`src/rtl/busSeqPkg.sv`:
```
package busSeqPkg;

  typedef enum logic [2:0] {
    ST_IDLE    = 3'd0,
    ST_ADDR    = 3'd1,
    ST_STROBE  = 3'd2,
    ST_WAIT    = 3'd3,
    ST_CAPTURE = 3'd4,
    ST_END     = 3'd5
  } seqState_t;

  // Strobes from the control FSM to the datapath.
  typedef struct packed {
    logic loadReq;   // latch request fields
    logic asOn;      // address strobe asserted
    logic dsOn;      // data strobes asserted (lane-qualified in datapath)
    logic rwLow;     // direction line driven to write
    logic oeOn;      // write data drivers enabled
    logic capture;   // latch read data this edge
  } seqCtl_t;

endpackage

```
`src/rtl/busSeqCtrl.sv`:
```
module busSeqCtrl
  import busSeqPkg::*;
#(
  parameter int WR_RW_STEP = 1,
  parameter int WR_OE_STEP = 2
) (
  input  logic    clk,
  input  logic    rstN,
  input  logic    reqValid,
  input  logic    reqWrite,
  input  logic    ackSync,
  output logic    reqReady,
  output logic    doneStb,
  output seqCtl_t ctl
);

  localparam int STEP_W = $clog2(WR_OE_STEP + 1);
  localparam logic [STEP_W-1:0] RW_STEP = STEP_W'(WR_RW_STEP);
  localparam logic [STEP_W-1:0] OE_STEP = STEP_W'(WR_OE_STEP);

  seqState_t        state;
  seqState_t        nextState;
  logic [STEP_W-1:0] stepCnt;
  logic              isWrite;
  logic              accept;
  logic              lastStep;

  assign accept   = (state == ST_IDLE) && reqValid && !ackSync;
  assign lastStep = !isWrite || (stepCnt == OE_STEP);

  always_comb begin
    nextState = state;
    unique case (state)
      ST_IDLE:    if (accept) nextState = ST_ADDR;
      ST_ADDR:    nextState = ST_STROBE;
      ST_STROBE:  if (lastStep) nextState = ST_WAIT;
      ST_WAIT:    if (ackSync) nextState = isWrite ? ST_END : ST_CAPTURE;
      ST_CAPTURE: nextState = ST_END;
      ST_END:     nextState = ST_IDLE;
      default:    nextState = ST_IDLE;
    endcase
  end

  always_ff @(posedge clk or negedge rstN) begin
    if (!rstN) begin
      state   <= ST_IDLE;
      stepCnt <= '0;
      isWrite <= 1'b0;
    end else begin
      state <= nextState;
      if (accept) isWrite <= reqWrite;
      if (state == ST_STROBE && !lastStep) stepCnt <= stepCnt + 1'b1;
      else if (state != ST_STROBE)         stepCnt <= '0;
    end
  end

  logic inStrobe, inBusy;
  assign inStrobe = (state == ST_STROBE);
  assign inBusy   = inStrobe || (state == ST_WAIT) || (state == ST_CAPTURE);

  always_comb begin
    ctl         = '0;
    ctl.loadReq = accept;
    ctl.asOn    = inBusy;
    ctl.dsOn    = isWrite ? (state == ST_WAIT) : inBusy;
    ctl.rwLow   = isWrite && ((inStrobe && stepCnt >= RW_STEP) || state == ST_WAIT);
    ctl.oeOn    = isWrite && ((inStrobe && stepCnt == OE_STEP) || state == ST_WAIT);
    ctl.capture = (state == ST_CAPTURE);
  end

  assign reqReady = (state == ST_IDLE) && !ackSync;
  assign doneStb  = (state == ST_END);

endmodule

```
`src/rtl/busSeqDatapath.sv`:
```
module busSeqDatapath
  import busSeqPkg::*;
#(
  parameter int ADDR_W      = 24,
  parameter int DATA_W      = 16,
  parameter int SYNC_STAGES = 2
) (
  input  logic              clk,
  input  logic              rstN,
  input  seqCtl_t           ctl,
  input  logic [ADDR_W-1:0] reqAddr,
  input  logic [DATA_W-1:0] reqWdata,
  input  logic              reqLaneHi,
  input  logic              reqLaneLo,
  input  logic              ackN,
  input  logic [DATA_W-1:0] busRdata,
  output logic              ackSync,
  output logic [ADDR_W-1:0] busAddr,
  output logic [DATA_W-1:0] busWdata,
  output logic              busWdataOe,
  output logic              addrStbN,
  output logic              rdWrN,
  output logic              upStbN,
  output logic              loStbN,
  output logic [DATA_W-1:0] rdData
);

  logic [ADDR_W-1:0] addrQ;
  logic [DATA_W-1:0] wdataQ;
  logic [DATA_W-1:0] rdQ;
  logic              laneHiQ, laneLoQ;
  logic              noLane;
  logic [SYNC_STAGES-1:0] syncQ;

  assign noLane = !reqLaneHi && !reqLaneLo;

  always_ff @(posedge clk or negedge rstN) begin
    if (!rstN) begin
      addrQ   <= '0;
      wdataQ  <= '0;
      laneHiQ <= 1'b0;
      laneLoQ <= 1'b0;
    end else if (ctl.loadReq) begin
      addrQ   <= reqAddr;
      wdataQ  <= reqWdata;
      laneHiQ <= reqLaneHi || noLane;
      laneLoQ <= reqLaneLo || noLane;
    end
  end

  always_ff @(posedge clk or negedge rstN) begin
    if (!rstN)            rdQ <= '0;
    else if (ctl.capture) rdQ <= busRdata;
  end

  // Acknowledge synchronizer, depth chosen by parameter.
  generate
    if (SYNC_STAGES > 1) begin : gSyncChain
      always_ff @(posedge clk or negedge rstN) begin
        if (!rstN) syncQ <= '0;
        else       syncQ <= {syncQ[SYNC_STAGES-2:0], ~ackN};
      end
    end else begin : gSyncSingle
      always_ff @(posedge clk or negedge rstN) begin
        if (!rstN) syncQ <= '0;
        else       syncQ <= ~ackN;
      end
    end
  endgenerate

  assign ackSync    = syncQ[SYNC_STAGES-1];
  assign busAddr    = addrQ;
  assign busWdata   = wdataQ;
  assign busWdataOe = ctl.oeOn;
  assign addrStbN   = !ctl.asOn;
  assign rdWrN      = !ctl.rwLow;
  assign upStbN     = !(ctl.dsOn && laneHiQ);
  assign loStbN     = !(ctl.dsOn && laneLoQ);
  assign rdData     = rdQ;

endmodule

```
`src/rtl/busSeqMaster.sv`:
```
module busSeqMaster
  import busSeqPkg::*;
#(
  parameter int ADDR_W      = 24,
  parameter int DATA_W      = 16,
  parameter int SYNC_STAGES = 2,
  parameter int WR_RW_STEP  = 1,
  parameter int WR_OE_STEP  = 2
) (
  input  logic              clk,
  input  logic              rstN,
  input  logic              reqValid,
  input  logic              reqWrite,
  input  logic [ADDR_W-1:0] reqAddr,
  input  logic [DATA_W-1:0] reqWdata,
  input  logic              reqLaneHi,
  input  logic              reqLaneLo,
  output logic              reqReady,
  output logic              doneStb,
  output logic [DATA_W-1:0] rdData,
  output logic [ADDR_W-1:0] busAddr,
  output logic              addrStbN,
  output logic              rdWrN,
  output logic              upStbN,
  output logic              loStbN,
  output logic [DATA_W-1:0] busWdata,
  output logic              busWdataOe,
  input  logic [DATA_W-1:0] busRdata,
  input  logic              ackN
);

  seqCtl_t ctl;
  logic    ackSync;

  busSeqCtrl #(
    .WR_RW_STEP (WR_RW_STEP),
    .WR_OE_STEP (WR_OE_STEP)
  ) uCtrl (
    .clk      (clk),
    .rstN     (rstN),
    .reqValid (reqValid),
    .reqWrite (reqWrite),
    .ackSync  (ackSync),
    .reqReady (reqReady),
    .doneStb  (doneStb),
    .ctl      (ctl)
  );

  busSeqDatapath #(
    .ADDR_W      (ADDR_W),
    .DATA_W      (DATA_W),
    .SYNC_STAGES (SYNC_STAGES)
  ) uDp (
    .clk        (clk),
    .rstN       (rstN),
    .ctl        (ctl),
    .reqAddr    (reqAddr),
    .reqWdata   (reqWdata),
    .reqLaneHi  (reqLaneHi),
    .reqLaneLo  (reqLaneLo),
    .ackN       (ackN),
    .busRdata   (busRdata),
    .ackSync    (ackSync),
    .busAddr    (busAddr),
    .busWdata   (busWdata),
    .busWdataOe (busWdataOe),
    .addrStbN   (addrStbN),
    .rdWrN      (rdWrN),
    .upStbN     (upStbN),
    .loStbN     (loStbN),
    .rdData     (rdData)
  );

endmodule

```
`config.mk`:
```
export PLATFORM = sky130hd
export DESIGN_NAME = busSeqMaster
export DESIGN_NICKNAME = d
export VERILOG_FILES = /design/src/rtl/busSeqPkg.sv /design/src/rtl/busSeqCtrl.sv /design/src/rtl/busSeqDatapath.sv /design/src/rtl/busSeqMaster.sv
export SDC_FILE = /design/constraint.sdc
export NUM_CORES = 1
export LEC_CHECK = 0
export ABC_AREA = 1
export CAP_MARGIN = 20
export CORE_MARGIN = 2
export CORE_UTILIZATION = 67
export CTS_CLUSTER_SIZE = 14
export DETAILED_ROUTE_END_ITERATION = 10
export DONT_BUFFER_PORTS = 1
export GPL_TIMING_DRIVEN = 0
export PLACE_DENSITY = 0.84
export SKIP_LAST_GASP = 1
export SLEW_MARGIN = 20
export SYNTH_ARGS = -nofsm -noshare
export SYNTH_HDL_FRONTEND = slang
export SYNTH_SLANG_ARGS = --single-unit
```
`constraint.sdc`:
```
create_clock -name clk -period 2.23 [get_ports clk]
set_clock_uncertainty 0.05 [all_clocks]
set_input_delay 0.1115 -clock clk [delete_from_list [all_inputs] [get_ports clk]]
set_output_delay 0.1115 -clock clk [all_outputs]
set_load 0.02 [all_outputs]
```
==> run summary, run 1 <==
reg2reg setup slack: 630 ps
final setup vio count: 0
Final period util: 82.9%
largest net degree at the start of global routing: 67
Tightest Pin Transition: 670 ps
DP Wirelength: 4.08 mm
Peak VDD IR: 0.904 mV
total global-route track usage: 39.0%
r2r worst-path depth: 7
Min-Delay Startpoint: reqValid
fin crit period: 1850 ps
Initial Util: 69.2%
Crit path arrival time: 1690 ps
Post-CTS Setup Repair Bufs: 0
Final Hold Vio Count: 0
Max-cap violations: 0
Util after Layout: 91.3%
clock buffer depth: 2
vias in the first global route: 2,570
Synth cell types: 19
Routed wire per std cell: 19.2 um
Syn. warnings: 0
RSZ-0062 raised after global routing: false
antenna violations before repair: 0
DR pass1 iterations: 5
Area Growth Syn to Fin: 32.1%
DRC viols: 0
ys async rst share: 100%
n_diodes: 0
worst hold path endpoint: uDp.busAddr[0]
fillers: 155
clk root buf: clkbuf_8
Site Rows: 23
post-synth top area share: 60.1%
Final WS setup: 381 ps
#FFs+latches synth: 66
initial drt markers: 299
GRT overflow: 0
CP endpoint kind: output port
Crit Path Class: reg -> out
status: finished clean
area post-placement: 2810 um2
setup TNS: 0 ps
power density over cell area: 1380 nW/um2
sequential share of the synthesized area: 60.1%
Synth Cell Area: 2750 um2
post-cts sizing count: 0
Lkg Pwr: 1.89 nW
Die Area: 4630 um2
post-route ant nets: 0
largest area contributor in the netlist: dfrtp_1
Top FF cell, synth: dfrtp_1
worst hold-check path type: in -> reg
hold depth: 3
final WL: 8.51 mm
Final Max Slew Viols: 0
gpl congestion: 0.834
via count: 2,567
Die Span X: 68.0 um
CORE AREA: 3970 um2
ratio of cells with drive above 1 in the final layout: 7.40%
Fmax: 0.541 GHz
clk sinks: 66
Total Nets Final: 453
Synth area leaders: dfrtp_1 60%, nand2_1 20%, nand3_1 8.2%, inv_1 2.1%, buf_6 1.6%
I/O pins: 126
Slew headroom: 55.0%
Setup crit start kind: register
Worst-path clk slew: 70 ps
hold_buf cts: 63
Final Hold Slack: 106 ps
CTS tree: yes
reg2reg start: uCtrl.state[2]
count leader, synth: nand2_1
port buffer count: 0
Die Ht: 68.0 um
worst reg2reg endpoint: uDp.busWdata[11]
first-pass GRT wire length: 12.6 mm
most frequent cells after synthesis: 147 x nand2_1, 66 x dfrtp_1, 45 x nand3_1
pre-CTS setup slack: 743 ps
DR vias/cell: 5.81
Worst EP required: 2070 ps
Finished Cell Area: 3630 um2
Post-Syn Nets: 379
Max FO, Critical Path: 5
Num CTS Buffers: 9
syn_area_per_cell: 8.75 um2
Post-Syn Instances: 314
htree depth: 3
Post-synth EDFFs: 0
clk_lat worst skew: 330 ps
## flip-flops by register name (all words and copies together), names as in the netlist
signal	flops
uDp.busAddr	24
uDp.busWdata	16
uDp.rdData	16
uCtrl.state	3
uCtrl.stepCnt	2
uDp.syncQ	2
uCtrl.isWrite	1
uDp.laneHiQ	1
uDp.laneLoQ	1
## metrics by stage
step           instances  power, mW
4_1_cts              442       4.81
5_1_grt              442       5.25
6_report             442       4.99
3_3_place_gp         364       3.73
3_5_place_dp         364       3.83
2_1_floorplan        314       3.52
## cells by family after synthesis
group / after synthesis / synth area share, %
DFF: 66 / 60.1
and+or+nand+nor: 205 / 31.1
adders and majority gates: 2 / 0.911
buffers and inverters: 31 / 5.97
AOI/OAI and AO/OA: 10 / 1.91
## worst max-delay path by stage
stage,start,to,slack (ps)
global route,uCtrl.state[1],busWdataOe,280
floorplan,uCtrl.state[0],uDp.busAddr[10],920
CTS,uCtrl.state[1],busWdataOe,440
finish,uCtrl.state[1],busWdataOe,380
global placement,uCtrl.state[0],uDp.busWdata[12],800
detailed placement,uCtrl.state[2],uDp.busAddr[12],740
## final cells by class
type                       instances  area [um2]  area share (%)
clock buffer                      12         155            4.28
multi-input combinational        217         931            25.7
buffer                            15         104            2.86
timing repair buffer              63         648            17.9
tap                               50        62.6            1.72
sequential                        66        1650            45.5
clock inverter                     3        15.0           0.414
inverter                          16        60.1            1.66
## per-layer routing
metal	GRT usage (%)	vias to the layer above	routed length, um
li1	-	1136	-
met1	41.1	1214	2950
met2	70.1	183	4410
met3	14.1	34	830
met4	16.0	0	316
met5	0	-	0
## critical path, stage by stage, from the launching register on
cell	delay, ps
dfrtp_1	460
inv_1	80
nor2_1	290
nand2_1	130
a21oi_1	400
## cells in the final DEF, fill, tap and decap left out, drive strengths merged
master         n
nand2        149
dfrtp         66
dlygate4sd3   62
nand3         45
clkbuf        16
inv           15
buf           12
nor2           9
o21ai          7
clkinv         4
a21oi          2
nor3           2
ha             2
o211ai         1
## report_power, final
part	total (mW)	leakage (nW)	internal, mW	switching, mW
clock	0.899	0.0920	0.453	0.445
sequential	2.79	0.818	1.73	1.05
combinational	1.30	0.981	0.457	0.843
(Power assumes the default switching activity.)
==> run 2: changes to the inputs <==
Settings changed: CORE_UTILIZATION 67 to 56, PLACE_DENSITY 0.84 to 0.75.
Clock period 2.23 ns to 1.57 ns, I/O delays scaled along.
==> run 2 against run 1 <==
Effect of this change:
- the flow now finishes with violations (negative hold slack)
- clock power rose by 68%
- via count decreased by 5.0%
- sequential share of layout area decreased by 1.6 points
- worst setup slack got worse by 360 ps
- sequential power rose by 42%
- flip-flop and latch count stayed put
- non-clock buffer count increased by 4
==> run summary, run 2 (synthesis gave the netlist of run 1 again) <==
ratio of cells with drive above 1 in the final layout: 11.1% (+3.7 points)
hold_buf cts: 61 (-3.2%)
Total Nets Final: 457 (+0.88%)
Initial Util: 58.1% (-11 points)
Die Area: 5480 um2 (+18%)
post-route ant nets: 0 (unchanged)
vias in the first global route: 2,442 (-5.0%)
clk root buf: clkbuf_8
CTS tree: yes
non-filler instance count after layout: 464 (+5.0%)
max reg flops: 24 (unchanged)
commonest non-fill, non-tap cell in the layout: nand2_1
CP endpoint kind: output port
clk sinks: 66 (unchanged)
DR vias/cell: 5.25 (-9.5%)
Max FO, Critical Path: 10 (+5)
Die Ht: 74.0 um (+8.8%)
# placed instances: 381 (+4.7%)
GRT overflow: 0 (unchanged)
status: complete, but fails checks
Util after Layout: 79.7% (-12 points)
Worst EP required: 1440 ps (-630 ps)
largest net degree at the start of global routing: 67 (unchanged)
fin crit period: 1550 ps
Slew headroom: 71.2% (+16 points)
violated checks: negative hold slack
I/O pins: 126 (unchanged)
Fmax: 0.647 GHz
Num CTS Buffers: 9 (unchanged)
Site Rows: 25 (+8.7%)
total global-route track usage: 27.4% (-12 points)
antenna violations before repair: 0 (unchanged)
htree depth: 3 (unchanged)
Worst-path clk slew: 70 ps (about the same)
Peak VDD IR: 1.33 mV (+47%)
commonest non-fill, non-tap cells in the layout: 144 x nand2_1, 64 x dfrtp_1, 61 x dlygate4sd3_1, 45 x nand3_1
Register Area: 1650 um2 (+0.15%)
clock buffer depth: 2 (unchanged)
Final period util: 98.5%
worst hold-check path type: in -> async
Final Hold Slack: -618 ps (-724 ps)
DRC viols: 0 (unchanged)
Tightest Pin Transition: 431 ps (-239 ps)
first-pass GRT wire length: 11.1 mm (-12%)
Crit Path Class: reg -> out
setup TNS: 0 ps (unchanged)
Max-cap violations: 0 (unchanged)
power density over cell area: 1940 nW/um2 (+41%)
Area Growth Syn to Fin: 37.1%
fillers: 289 (+86%)
Crit path arrival time: 1420 ps (-270 ps)
final WL: 7.30 mm (-14%)
CORE AREA: 4720 um2 (+19%)
Die Span X: 74.0 um (+8.8%)
Final Max Slew Viols: 0 (unchanged)
DR pass1 iterations: 4 (-1)
final setup vio count: 0 (unchanged)
gpl congestion: 0.802 (-3.8%)
n_diodes: 0 (unchanged)
clk_lat worst skew: 330 ps (about the same)
port buffer count: 0 (unchanged)
DP Wirelength: 4.06 mm (-0.39%)
total power: 7.30 mW (+46%)
Lkg Pwr: 1.94 nW (+2.6%)
Final Hold Vio Count: 66 (+66)
RSZ-0062 raised after global routing: true
area of the multi-input gates: 965 um2 (+3.6%)
Routed wire per std cell: 15.7 um (-18%)
initial drt markers: 132 (-56%)
Setup crit start kind: register
via count: 2,438 (-5.0%)
## run 2: cell types whose count changed in the layout (fill, tap and decap cells not counted), moves of 2 or more
cell	previous run	this run
buf_6	4	7
clkinv_2	3	0
nand2_1	147	144
buf_8	0	2
clkbuf_8	11	13
dfrtp_1	66	64
dfrtp_2	0	2
inv_1	15	13
inv_2	0	2
nand2_4	1	3
## run 2: where the power goes
group	internal, mW	switching (mW)
registers	2.47	1.48
logic	0.741	1.10
clock network	0.910	0.603
## run 2: repair_timing
action / 4_1_cts / 5_1_grt
endpoints found under the setup margin: 5 / 39
buffers inserted: 1 / 4
pin swaps: 1 / 3
cloned: 0 / 1
resized for setup: 5 / 16
endpoints found under the hold margin: 126 / 66
## run 2: layer usage
metal / share of wire, % / vias up / global-route usage (%)
li1: - / 1147 / -
met1: 38 / 1176 / 30.6
met3: 7.3 / 10 / 10.0
met5: 0 / - / 0
met4: 1.7 / 0 / 10.5
met2: 53 / 105 / 48.0
## run 2: path summary, 6_finish.rpt
kind | start | slack, ps | endpoint | cells after the start
max in group asynchronous | rstN | 1990 | uCtrl.state[2] | 0
max | uCtrl.state[1] | 20 | reqReady | 4
min reg2reg | uDp.syncQ[0] | 310 | uDp.syncQ[1] | 0
max reg2reg | uCtrl.state[1] | 40 | uDp.busAddr[18] | 7
min | rstN | -620 | uCtrl.stepCnt[0] | 0
min in group clk | reqValid | 30 | uDp.busAddr[0] | 3
## run 2: final cells by class
type                       count  share of cell area (%)
buffer                        15                    3.42
inverter                      16                    1.60
sequential                    66                    43.9
multi-input combinational    217                    25.6
clock inverter                 1                   0.798
clock buffer                  15                    4.95
timing repair buffer          67                    17.4
tap                           67                    2.23
## run 2: worst max-delay path, cell delays in order (launching register included)
cell and delay [ps]:
dfrtp_2 450, nor2_4 200, nand2_2 90, nor2_4 170
buf_8 170
## run 2: per-stage QoR
step	area [um2]	hold WS [ps]	worst slack, ps
2_1_floorplan	2750	-267	264
3_3_place_gp	2830	-265	119
3_5_place_dp	2830	-265	36.7
4_1_cts	3680	-630	-46.4
5_1_grt	3760	-641	-51.5
6_report	3760	-618	23.9
